--- config.mk ---
export PLATFORM = sky130hd
export DESIGN_NAME = usb_line_recover
export DESIGN_NICKNAME = d
export VERILOG_FILES = /design/src/rtl/usb_lsr_pkg.sv /design/src/rtl/lsr_sync.sv /design/src/rtl/lsr_median3.sv /design/src/rtl/lsr_phase.sv /design/src/rtl/usb_line_recover.sv
export SDC_FILE = /design/constraint.sdc
export NUM_CORES = 1
export LEC_CHECK = 0
export BUFFER_PORTS_ARGS = -buffer_cell sky130_fd_sc_hd__buf_2
export CORE_UTILIZATION = 58
export CTS_CLUSTER_SIZE = 40
export DETAILED_ROUTE_END_ITERATION = 8
export PLACE_DENSITY = 0.88
export SLEW_MARGIN = 40
export SYNTH_ARGS = -nofsm -noshare
export SYNTH_HDL_FRONTEND = slang
export SYNTH_SLANG_ARGS = --single-unit
--- constraint.sdc ---
create_clock -name clk_i -period 4.1 [get_ports clk_i]
set_clock_uncertainty 0.15 [all_clocks]
set_input_delay 0.82 -clock clk_i [delete_from_list [all_inputs] [get_ports clk_i]]
set_output_delay 0.82 -clock clk_i [all_outputs]
set_load 0.1 [all_outputs]
--- src/rtl/usb_lsr_pkg.sv ---
package usb_lsr_pkg;
  // pair encoding is {dp, dn}
  typedef logic [1:0] pair_t;
  localparam pair_t PAIR_SE0 = 2'b00;
  localparam pair_t PAIR_K   = 2'b01;
  localparam pair_t PAIR_J   = 2'b10;
  localparam pair_t PAIR_SE1 = 2'b11;
endpackage

--- src/rtl/lsr_sync.sv ---
module lsr_sync #(
  parameter int WIDTH  = 2,
  parameter int STAGES = 2
) (
  input  logic             clk_i,
  input  logic             rst_ni,
  input  logic [WIDTH-1:0] d_i,
  output logic [WIDTH-1:0] q_o
);
  logic [WIDTH-1:0] chain_q [STAGES];

  always_ff @(posedge clk_i or negedge rst_ni) begin
    if (!rst_ni) chain_q[0] <= '0;
    else         chain_q[0] <= d_i;
  end

  for (genvar s = 1; s < STAGES; s++) begin : g_stage
    always_ff @(posedge clk_i or negedge rst_ni) begin
      if (!rst_ni) chain_q[s] <= '0;
      else         chain_q[s] <= chain_q[s-1];
    end
  end

  assign q_o = chain_q[STAGES-1];
endmodule

--- src/rtl/lsr_median3.sv ---
module lsr_median3 #(
  parameter int WIDTH = 2
) (
  input  logic             clk_i,
  input  logic             rst_ni,
  input  logic [WIDTH-1:0] d_i,
  output logic [WIDTH-1:0] q_o
);
  logic [WIDTH-1:0] h0_q, h1_q, h2_q;
  logic [WIDTH-1:0] vote;

  // per-pin two-of-three over consecutive samples
  for (genvar b = 0; b < WIDTH; b++) begin : g_bit
    assign vote[b] = (h0_q[b] & h1_q[b]) | (h1_q[b] & h2_q[b]) | (h0_q[b] & h2_q[b]);
  end

  always_ff @(posedge clk_i or negedge rst_ni) begin
    if (!rst_ni) begin
      h0_q <= '0;
      h1_q <= '0;
      h2_q <= '0;
      q_o  <= '0;
    end else begin
      h0_q <= d_i;
      h1_q <= h0_q;
      h2_q <= h1_q;
      q_o  <= vote;
    end
  end
endmodule

--- src/rtl/lsr_phase.sv ---
module lsr_phase
  import usb_lsr_pkg::*;
#(
  parameter int OVERSAMPLE = 4,
  parameter int SETTLE     = 8
) (
  input  logic  clk_i,
  input  logic  rst_ni,
  input  pair_t line_i,
  output logic  fire_o,
  output pair_t sym_o
);
  localparam int PH_W  = $clog2(OVERSAMPLE);
  localparam int MID   = OVERSAMPLE / 2;
  localparam int CNT_W = $clog2(SETTLE + 1);

  pair_t            prev_q;
  logic [PH_W-1:0]  ph_q, pos;
  logic [CNT_W-1:0] settle_q;
  logic             armed_q, edge_w, settled;

  assign edge_w  = line_i != prev_q;
  assign pos     = edge_w ? '0 : ph_q;   // transition restarts the bit
  assign settled = settle_q == CNT_W'(SETTLE);

  always_ff @(posedge clk_i or negedge rst_ni) begin
    if (!rst_ni) begin
      prev_q   <= PAIR_SE0;
      ph_q     <= '0;
      settle_q <= '0;
      armed_q  <= 1'b0;
      fire_o   <= 1'b0;
      sym_o    <= PAIR_SE0;
    end else begin
      prev_q <= line_i;
      ph_q   <= (pos == PH_W'(OVERSAMPLE - 1)) ? '0 : pos + PH_W'(1);
      if (!settled) settle_q <= settle_q + CNT_W'(1);
      if (edge_w && settled) armed_q <= 1'b1;
      fire_o <= armed_q && (pos == PH_W'(MID));
      sym_o  <= line_i;
    end
  end
endmodule

--- src/rtl/usb_line_recover.sv ---
module usb_line_recover
  import usb_lsr_pkg::*;
#(
  parameter int OVERSAMPLE  = 4,
  parameter int SYNC_STAGES = 2
) (
  input  logic clk_i,
  input  logic rst_ni,
  input  logic dp_i,
  input  logic dn_i,
  output logic valid_o,
  output logic j_o,
  output logic k_o,
  output logic se0_o,
  output logic se1_o
);
  // covers reset-value to idle propagation through sync and filter
  localparam int SETTLE = SYNC_STAGES + 6;

  pair_t sync_w, filt_w, sym_w;
  logic  fire_w;

  lsr_sync #(.WIDTH(2), .STAGES(SYNC_STAGES)) u_sync (
    .clk_i (clk_i),
    .rst_ni(rst_ni),
    .d_i   ({dp_i, dn_i}),
    .q_o   (sync_w)
  );

  lsr_median3 #(.WIDTH(2)) u_filt (
    .clk_i (clk_i),
    .rst_ni(rst_ni),
    .d_i   (sync_w),
    .q_o   (filt_w)
  );

  lsr_phase #(.OVERSAMPLE(OVERSAMPLE), .SETTLE(SETTLE)) u_phase (
    .clk_i (clk_i),
    .rst_ni(rst_ni),
    .line_i(filt_w),
    .fire_o(fire_w),
    .sym_o (sym_w)
  );

  always_ff @(posedge clk_i or negedge rst_ni) begin
    if (!rst_ni) begin
      valid_o <= 1'b0;
      j_o     <= 1'b0;
      k_o     <= 1'b0;
      se0_o   <= 1'b0;
      se1_o   <= 1'b0;
    end else begin
      valid_o <= fire_w;
      j_o     <= fire_w && (sym_w == PAIR_J);
      k_o     <= fire_w && (sym_w == PAIR_K);
      se0_o   <= fire_w && (sym_w == PAIR_SE0);
      se1_o   <= fire_w && (sym_w == PAIR_SE1);
    end
  end
endmodule

==> impl_metrics.py, run 1 <==
metrics = {
    "sta": {
        "period_minus_slack_ps": 2050,
        "tns_ps": 0,
        "hold_slack_ps": 213,
        "finalHoldViolCount": 0,
        "drv_slew": 0,
        "setup_viol": 0,
        "rsz0062_at_grt": "false",
        "fin_crit_sh": 0.500,
        "slew_headroom": 0.630,
        "max_freq_mhz": 488,
        "worst_slew_pin_slew_ps": 555,
    },
    "clock_tree": {
        "clkSinkCount": 27,
        "cts.htree.levels": 1,
        "clk_pin_slew_ps": 130,
        "cts.path.max_buffers": 2,
        "cts_inserted_buffers": 3,
        "postCtsHoldBufs": 0,
        "root_buffer": "clkbuf_4",
        "cts_resized": 0,
        "cts_tree": "yes",
        "post_cts_buffers": 0,
        "clock_latency_ps": 320,
    },
    "worst_setup_path": {
        "max_stage_delay_ps": 410,
        "r2r_cells": 5,
        "cp.required_ps": 3130,
        "crit_cells": 1,
        "rrSetupSlack_ps": 2610,
        "cp_top_family": "buffers and inverters",
        "cp.arrival_ps": 1080,
        "path_cells": "buf_2",
        "path_class": "flop to primary output",
        "start_kind": "flop",
        "crit_buf_inv": 1,
        "cp_max_fo": 1,
        "crit_path_end_kind": "primary output",
        "slowest_stage": "buf_2",
    },
    "grt": {
        "grt.overflow.total": 0,
        "grt_use_total": 0.177,
        "grt_max_degree": 28,
        "antenna_found_initial": 0,
        "grt_pass1_wl_um": 1610,
        "grt_pass1_vias": 371,
    },
    "synthesis": {
        "synthCells": 57,
        "yosys_warnings": 0,
        "ys_types": 16,
        "syn_area_um2": 880,
        "ys_ff_latch": 27,
        "ys_seq_area_frac": 0.768,
        "synth.net_count": 64,
        "avgSynthCellArea_um2": 15.4,
    },
    "min_path": {
        "hold_depth": 0,
        "min-delay-path-class": "flop to flop",
    },
    "finish": {
        "finalNetCount": 77,
        "area_growth_pct": 9.81,
        "final_common_cell": "dfrtp_1",
        "drive_above_1_share": 0.203,
        "mostFrequentLayoutCells": "27 x dfrtp_1, 8 x buf_2, 5 x nand2_1",
        "final_cells": 84,
        "antennaDiodeCount": 0,
        "final_util": 0.715,
    },
    "job": {
        "maxCapViolations": 0,
    },
    "status": {
        "status": "complete, no violations",
    },
    "floorplan": {
        "core_um2": 1350,
        "die_area_um2": 1680,
        "die_h_um": 40.9,
        "ios": 9,
        "die_x_um": 40.9,
        "fp-row-count": 13,
        "start_util": 0.652,
    },
    "power": {
        "cellLeakagePower_nw": 0.490,
        "peakVddDrop_mv": 0.344,
        "power_density_nw_per_um2": 447,
    },
    "placement": {
        "dp_hpwl_um": 732,
        "port-buffer-count": 8,
        "gp_congestion": 0.687,
        "place_inst": 80,
    },
    "drt": {
        "routedWlPerCell_um": 12.8,
        "drc": 0,
        "drt-total-wl_um": 1080,
        "drtPass1Iterations": 2,
        "vias": 426,
        "viasPerCell": 5.07,
        "drtAntennaViolNets": 0,
        "drt_iter0_drc": 1,
    },
}
[path summary, 6_finish.rpt]
kind / from / end
worst min register to register: u_sync.q_o[0]$_DFF_PN0_ / u_filt.h0_q[0]$_DFF_PN0_
worst max-delay path: j_o$_DFF_PN0_ / j_o
worst min-delay path: u_sync.q_o[0]$_DFF_PN0_ / u_filt.h0_q[0]$_DFF_PN0_
worst max register to register: u_phase.sym_o[1]$_DFF_PN0_ / u_phase.fire_o$_DFF_PN0_
max in group asynchronous: rst_ni / u_filt.q_o[1]$_DFF_PN0_
min in group asynchronous: rst_ni / u_phase.settle_q[0]$_DFFE_PN0P_
[cell families (layout without fill, tap and decap cells)]
| group | Yosys count | in the layout | synth area share |
|---|---|---|---|
| DFF | 27 | 27 | 0.768 |
| and+or+nand+nor | 15 | 15 | 0.0896 |
| adders and majority gates | 5 | 5 | 0.0654 |
| xor gates and xnor gates | 5 | 5 | 0.0498 |
| buffers and inverters | 3 | 15 | 0.0128 |
| AOI/OAI and AO/OA | 2 | 2 | 0.0142 |
[metal layers]
| layer | track usage | vias to the layer above | wire [µm] |
|---|---|---|---|
| met5 | 0 | - | 0 |
| met4 | 0.150 | 0 | 35 |
| met3 | 0.0978 | 4 | 69 |
| met2 | 0.246 | 12 | 482 |
| met1 | 0.194 | 207 | 488 |
| li1 | - | 203 | - |
[sequential cells by signal, summed over array words and instances (netlist names), 2 cells and up]
register,count
u_filt.q_o,2
u_sync.q_o,2
u_phase.sym_o,2
u_filt.h2_q,2
u_sync.chain_q,2
u_phase.ph_q,2
u_filt.h0_q,2
u_phase.settle_q,4
u_filt.h1_q,2
[where the power goes]
group / switching [mW] / internal, mW / total [mW] / leakage, nW
sequential: 0.00761 / 0.281 / 0.289 / 0.329
combinational: 0.0263 / 0.00862 / 0.0349 / 0.144
clock: 0.0716 / 0.0366 / 0.108 / 0.0177
[cell usage after synthesis]
master / instances / area (µm²)
dfrtp_1: 27 / 676
nor2_1: 2 / 7.51
nor3b_1: 1 / 7.51
nand3_1: 1 / 5.00
ha_1: 3 / 37.5
and3_2: 1 / 7.51
nor2_2: 1 / 6.26
xor2_1: 3 / 26.3
nand2_1: 5 / 18.8
inv_1: 3 / 11.3
o21bai_1: 1 / 7.51
and2_1: 3 / 18.8
nand3b_1: 1 / 7.51
maj3_1: 2 / 20.0
xnor2_1: 2 / 17.5
o21ai_0: 1 / 5.00
[area by class of cell]
class,instances,area (µm²)
repair buffers,8,40.0
clock inverters,1,5.00
multi-input cells,27,193
inverters,3,11.3
clock buffers,3,22.5
fillers,98,384
flip-flops and latches,27,676
well taps,15,18.8
[stage by stage]
step / power (mW) / area, µm² / worst slack, ps
global route: 0.454 / 966 / 1980
floorplan: 0.317 / 880 / 2250
global placement: 0.328 / 938 / 2420
detailed placement: 0.330 / 938 / 2410
finish: 0.432 / 966 / 2050
CTS: 0.440 / 966 / 2020
Note: power is estimated with default switching activity, not from simulation.
==> run 2, diff against run 1 <==
--- a/config.mk
+++ b/config.mk
@@ -6,10 +6,10 @@
 export NUM_CORES = 1
 export LEC_CHECK = 0
 export BUFFER_PORTS_ARGS = -buffer_cell sky130_fd_sc_hd__buf_2
-export CORE_UTILIZATION = 58
+export CORE_UTILIZATION = 54
 export CTS_CLUSTER_SIZE = 40
 export DETAILED_ROUTE_END_ITERATION = 8
-export PLACE_DENSITY = 0.88
+export PLACE_DENSITY = 0.83
 export SLEW_MARGIN = 40
 export SYNTH_ARGS = -nofsm -noshare
 export SYNTH_HDL_FRONTEND = slang
==> constraint.sdc (replaced) <==
create_clock -name clk_i -period 2 [get_ports clk_i]
set_clock_uncertainty 0.15 [all_clocks]
set_input_delay 0.4 -clock clk_i [delete_from_list [all_inputs] [get_ports clk_i]]
set_output_delay 0.4 -clock clk_i [all_outputs]
set_load 0.1 [all_outputs]
==> run 2 against run 1 <==
Compared with the run above:
- first-iteration DRC count rose to 3.0 times the previous value
- critical endpoint unchanged
- critical path depth stayed put
- clock power rose by 110%
- cell count up 4.8%
- via count rose by 2.6%
==> impl_metrics.py, run 2 (synthesis results as in run 1) <==
metrics = {
    "status": {
        "status": "complete, no violations",
    },
    "placement": {
        "port-buffer-count": 8,
        "placed_area_um2": 940,
        "dp_hpwl_um": 772,
        "gp_congestion": 0.742,
    },
    "power": {
        "peakVddDrop_mv": 0.514,
        "power_density_nw_per_um2": 896,
        "internal_power_mw": 0.673,
        "pwr-share-clk": 0.251,
        "seq_power_share": 0.663,
        "cellLeakagePower_nw": 0.503,
        "p_switching_mw": 0.221,
        "power_frac_comb": 0.087,
        "swShare": 0.247,
    },
    "floorplan": {
        "fp-row-count": 14,
        "die_x_um": 42.4,
        "ios": 9,
        "core_um2": 1510,
        "die_h_um": 42.4,
        "start_util": 0.584,
        "die_area_um2": 1790,
    },
    "worst_setup_path": {
        "cp_top_family": "buffers and inverters",
        "cp.arrival_ps": 1090,
        "r2r_cells": 5,
        "slowest_stage": "buf_2",
        "cp_max_fo": 1,
        "rrSetupSlack_ps": 530,
        "crit_buf_inv": 1,
        "crit_path_end_kind": "primary output",
        "max_stage_delay_ps": 420,
        "start_kind": "flop",
        "cp.required_ps": 1450,
        "rr_startpoint": "u_phase.sym_o[1]$_DFF_PN0_",
        "path_cells": "buf_2",
        "crit_cells": 1,
        "path_class": "flop to primary output",
        "r2r_end": "u_phase.fire_o$_DFF_PN0_",
    },
    "clock_tree": {
        "clk_pin_slew_ps": 130,
        "cts_inserted_buffers": 3,
        "cts_tree": "yes",
        "clock_latency_ps": 320,
        "clkSinkCount": 27,
        "root_buffer": "clkbuf_4",
        "post_cts_buffers": 0,
        "cts.htree.levels": 1,
        "cts.path.max_buffers": 2,
    },
    "sta": {
        "max_freq_mhz": 610,
        "slew_headroom": 0.628,
        "fin_crit_sh": 0.819,
        "rsz0062_at_grt": "false",
        "tns_ps": 0,
        "setup_viol": 0,
        "worst_slew_pin_slew_ps": 558,
        "drv_slew": 0,
        "period_minus_slack_ps": 1640,
        "finalHoldViolCount": 0,
    },
    "finish": {
        "nFillCells": 114,
        "design_area_um2": 997,
        "final_util": 0.662,
        "top_register": "u_phase.settle_q",
        "antennaDiodeCount": 0,
        "area_growth_pct": 13.4,
        "mostFrequentLayoutCells": "27 x dfrtp_1, 8 x buf_2, 5 x nand2_1",
        "final_common_cell": "dfrtp_1",
        "largest_reg_flops": 4,
        "drive_above_1_share": 0.194,
        "finalNetCount": 80,
    },
    "drt": {
        "drt-total-wl_um": 1140,
        "routedWlPerCell_um": 12.9,
        "viasPerCell": 4.97,
        "drc": 0,
        "drtPass1Iterations": 2,
        "vias": 437,
        "drtAntennaViolNets": 0,
        "drt_iter0_drc": 3,
    },
    "min_path": {
        "worstHoldStart": "u_sync.q_o[0]$_DFF_PN0_",
        "min-delay-path-class": "flop to flop",
        "holdPathEnd": "u_filt.h0_q[0]$_DFF_PN0_",
        "hold_depth": 0,
    },
    "grt": {
        "grt.overflow.total": 0,
        "grt_use_total": 0.159,
        "grt_max_degree": 28,
        "grt_pass1_vias": 463,
        "antenna_found_initial": 0,
        "grt_pass1_wl_um": 1950,
    },
    "job": {
        "maxCapViolations": 0,
    },
}
-- run 2: cell types whose count changed in the layout (fill, tap and decap cells not counted), sizes merged --
cell         delta
dlygate4sd3     +3
-- run 2: area by class of cell --
| type | instances | area [µm²] | area share |
|---|---|---|---|
| clock buffers | 3 | 22.5 | 0.0226 |
| flip-flops and latches | 27 | 676 | 0.678 |
| inverters | 3 | 11.3 | 0.0113 |
| repair buffers | 11 | 70.1 | 0.0703 |
| well taps | 16 | 20.0 | 0.0201 |
| clock inverters | 1 | 5.00 | 0.00502 |
| multi-input cells | 27 | 193 | 0.193 |
-- run 2: worst reg2reg max path: stages (launching register included) --
cell     delay (ps)
dfrtp_1         450
xor2_1          200
nor2_2           80
and2_1          160
ha_1            180
and2_1          160
-- run 2: worst max-delay path by stage --
stage                                from  slack, ps                  endpoint
2_1_floorplan               j_o$_DFF_PN0_        570                       j_o
3_3_place_gp   u_phase.sym_o[1]$_DFF_PN0_        600  u_phase.fire_o$_DFF_PN0_
3_5_place_dp   u_phase.sym_o[1]$_DFF_PN0_        550  u_phase.fire_o$_DFF_PN0_
4_1_cts                     j_o$_DFF_PN0_        330                       j_o
5_1_grt                     j_o$_DFF_PN0_        310                       j_o
6_report                    j_o$_DFF_PN0_        360                       j_o
-- run 2: per-layer routing --
metal	GRT usage	up-vias	share of wire
met5	0	-	0
met4	0.0938	0	0.014
met3	0.0690	2	0.065
met2	0.258	15	0.50
met1	0.170	212	0.42
li1	-	208	-
-- run 2: timing repair --
| action | 4_1_cts | 5_1_grt |
|---|---|---|
| hold buffers | 1 | 2 |
| gates resized for setup | 0 | 0 |
| hold endpoints to repair | 27 | 2 |
-- run 2: power by group through the flow --
stage	Sequential, mW	Clock (mW)	Combinational, mW
floorplan	0.628	0	0.0224
global placement	0.601	0	0.0713
detailed placement	0.603	0	0.0744
CTS	0.592	0.238	0.0761
global route	0.595	0.263	0.0855
finish	0.592	0.224	0.0774
-- run 2: through the flow --
step	hold slack, ps	total power, mW	cells	setup slack (ps)
floorplan	-45.6	0.651	57	567
global placement	185	0.672	81	596
detailed placement	186	0.677	81	545
CTS	5.72	0.907	86	332
global route	226	0.943	88	306
finish	214	0.894	88	361
==> run 3, diff against run 2 <==
--- a/config.mk
+++ b/config.mk
@@ -6,10 +6,10 @@
 export NUM_CORES = 1
 export LEC_CHECK = 0
 export BUFFER_PORTS_ARGS = -buffer_cell sky130_fd_sc_hd__buf_2
-export CORE_UTILIZATION = 54
+export CORE_UTILIZATION = 48
 export CTS_CLUSTER_SIZE = 40
 export DETAILED_ROUTE_END_ITERATION = 8
-export PLACE_DENSITY = 0.83
+export PLACE_DENSITY = 0.79
 export SLEW_MARGIN = 40
 export SYNTH_ARGS = -nofsm -noshare
 export SYNTH_HDL_FRONTEND = slang
==> constraint.sdc (replaced) <==
create_clock -name clk_i -period 1.37 [get_ports clk_i]
set_clock_uncertainty 0.15 [all_clocks]
set_input_delay 0.274 -clock clk_i [delete_from_list [all_inputs] [get_ports clk_i]]
set_output_delay 0.274 -clock clk_i [all_outputs]
set_load 0.1 [all_outputs]
==> run 3 against run 2 <==
Compared with the run above:
- the flow now finishes with violations (setup timing)
- cell area rose by 15%
- sequential power rose by 46%
- largest power group unchanged
- power rose by 54%
- global-route usage fell by 3.2 points
- sequential share of layout area fell by 8.7 points
- sequential cell count did not move
- clock-buffer cell count did not move
- worst hold slack improved by 2.2 ps
- cell count rose by 16%
- via count rose by 2.5%
==> impl_metrics.py, run 3 (synthesis results as in run 1) <==
metrics = {
    "floorplan": {
        "start_util": 0.509,
        "fp-row-count": 15,
        "core_um2": 1730,
        "die_x_um": 44.8,
        "die_area_um2": 2010,
        "die_h_um": 44.8,
        "ios": 9,
    },
    "clock_tree": {
        "root_buffer": "clkbuf_4",
        "cts.htree.levels": 1,
        "clkSinkCount": 27,
        "clock_latency_ps": 320,
        "cts.path.max_buffers": 2,
        "cts_inserted_buffers": 3,
        "clk_pin_slew_ps": 140,
        "cts_tree": "yes",
    },
    "drt": {
        "route.met2.wl_um": 590,
        "drtAntennaViolNets": 0,
        "viasPerCell": 4.39,
        "drt-total-wl_um": 1160,
        "drtPass1Iterations": 2,
        "met3_length_um": 24,
        "drt_iter0_drc": 5,
        "drt-met1-wl_um": 534,
        "top_layer_used": "met4",
        "routedWlPerCell_um": 11.3,
        "vias": 448,
        "drc": 0,
    },
    "job": {
        "maxCapViolations": 0,
    },
    "worst_setup_path": {
        "cp_max_fo": 3,
        "path_class": "flop to flop",
        "cp.arrival_ps": 1500,
        "crit_path_end_kind": "flop",
        "r2r_end": "u_phase.fire_o$_DFF_PN0_",
        "rr_startpoint": "u_filt.q_o[1]$_DFF_PN0_",
        "start_kind": "flop",
        "rrSetupSlack_ps": -6,
        "cp.required_ps": 1490,
        "r2r_cells": 5,
    },
    "power": {
        "cellLeakagePower_nw": 0.539,
        "power_density_nw_per_um2": 1210,
        "peakVddDrop_mv": 0.706,
    },
    "sta": {
        "worst_slew_pin_slew_ps": 560,
        "drv_slew": 0,
        "hold_slack_ps": 216,
        "period_minus_slack_ps": 1380,
        "setup_slack_ps": -5.86,
        "finalHoldViolCount": 0,
        "slew_headroom": 0.627,
        "setup_viol": 2,
        "rsz0062_at_grt": "true",
        "fin_crit_sh": 1.00,
        "max_freq_mhz": 727,
    },
    "grt": {
        "grt_pass1_vias": 435,
        "grt.overflow.total": 0,
        "grt_use_total": 0.127,
        "antenna_found_initial": 0,
        "grt_max_degree": 28,
        "grt_pass1_wl_um": 1750,
    },
    "finish": {
        "final_util": 0.662,
        "finalNetCount": 85,
        "final_cells": 102,
        "area_growth_pct": 30.0,
        "nFillCells": 129,
        "antennaDiodeCount": 0,
        "mostFrequentLayoutCells": "27 x dfrtp_1, 5 x buf_12, 5 x buf_4, 4 x nand2_1",
        "drive_above_1_share": 0.312,
        "top_register": "u_phase.settle_q",
        "largest_reg_flops": 4,
        "final_common_cell": "dfrtp_1",
        "design_area_um2": 1140,
    },
    "placement": {
        "placed_area_um2": 1050,
        "gp_congestion": 0.682,
        "dp_hpwl_um": 788,
        "port-buffer-count": 8,
        "place_inst": 93,
    },
    "min_path": {
        "min-delay-path-class": "flop to flop",
        "holdPathEnd": "u_sync.q_o[0]$_DFF_PN0_",
        "worstHoldStart": "u_sync.chain_q[2]$_DFF_PN0_",
        "hold_depth": 0,
    },
    "status": {
        "status": "complete, but fails checks",
        "violations": "setup timing",
    },
}
==> run 3: changes by cell type in the layout (fill, tap and decap cells not counted), moves of 2 or more <==
| cell | change |
|---|---|
| and2_1 | -2 |
| buf_12 | +5 |
| buf_2 | -5 |
| buf_4 | +5 |
| and2_4 | +2 |
==> run 3: per-stage QoR <==
step                total power [mW]  setup slack (ps)  setup TNS, ps
floorplan                      0.950              14.2              0
global placement                1.02              4.06              0
detailed placement              1.03             -60.5          -85.2
CTS                             1.38             -24.4          -46.5
global route                    1.42             -51.3           -102
finish                          1.38             -5.86          -8.58
==> run 3: worst max-delay path by stage <==
stage,cells after the start,end,slack (ps),from
6_report,5,u_phase.fire_o$_DFF_PN0_,-6,u_filt.q_o[1]$_DFF_PN0_
5_1_grt,5,u_phase.ph_q[1]$_DFF_PN0_,-50,u_filt.q_o[1]$_DFF_PN0_
4_1_cts,5,u_phase.ph_q[1]$_DFF_PN0_,-20,u_phase.sym_o[0]$_DFF_PN0_
3_5_place_dp,5,u_phase.fire_o$_DFF_PN0_,-60,u_filt.q_o[0]$_DFF_PN0_
3_3_place_gp,5,u_phase.fire_o$_DFF_PN0_,4,u_filt.q_o[1]$_DFF_PN0_
2_1_floorplan,5,u_phase.fire_o$_DFF_PN0_,10,u_phase.sym_o[1]$_DFF_PN0_
==> run 3: timing repair <==
item,4_1_cts,5_1_grt
endpoints found under the hold margin,29,0
pin swaps,6,2
resized for setup,6,0
buffers inserted,0,2
hold buffers,3,0
setup endpoints to repair,2,4
==> run 3: cell type report <==
type	instances	area, µm²	share of cell area
clock buffer	3	22.5	0.0197
inverter	3	11.3	0.00985
multi-input combinational	27	213	0.186
tap	25	31.3	0.0274
sequential	27	676	0.591
clock inverter	1	7.51	0.00656
timing repair buffer	16	183	0.160
==> run 3: worst max-delay path, stage by stage (launching register included) <==
cell     delay, ps
dfrtp_1        410
xor2_1         170
nor2_2         180
and2_4         180
ha_4           120
and2_4         120
==> run 3: where the power goes <==
part	total, mW	switching [mW]	leakage [nW]	internal [mW]
combinational	0.174	0.0959	0.196	0.0779
sequential	0.866	0.0248	0.329	0.841
clock	0.341	0.229	0.0139	0.111
total	1.38	0.350	0.539	1.03
==> run 3: layer usage <==
| layer | GRT usage | vias to the layer above |
|---|---|---|
| met3 | 0.0240 | 2 |
| met4 | 0.0727 | 0 |
| met5 | 0 | - |
| met1 | 0.146 | 219 |
| met2 | 0.221 | 9 |
| li1 | - | 218 |
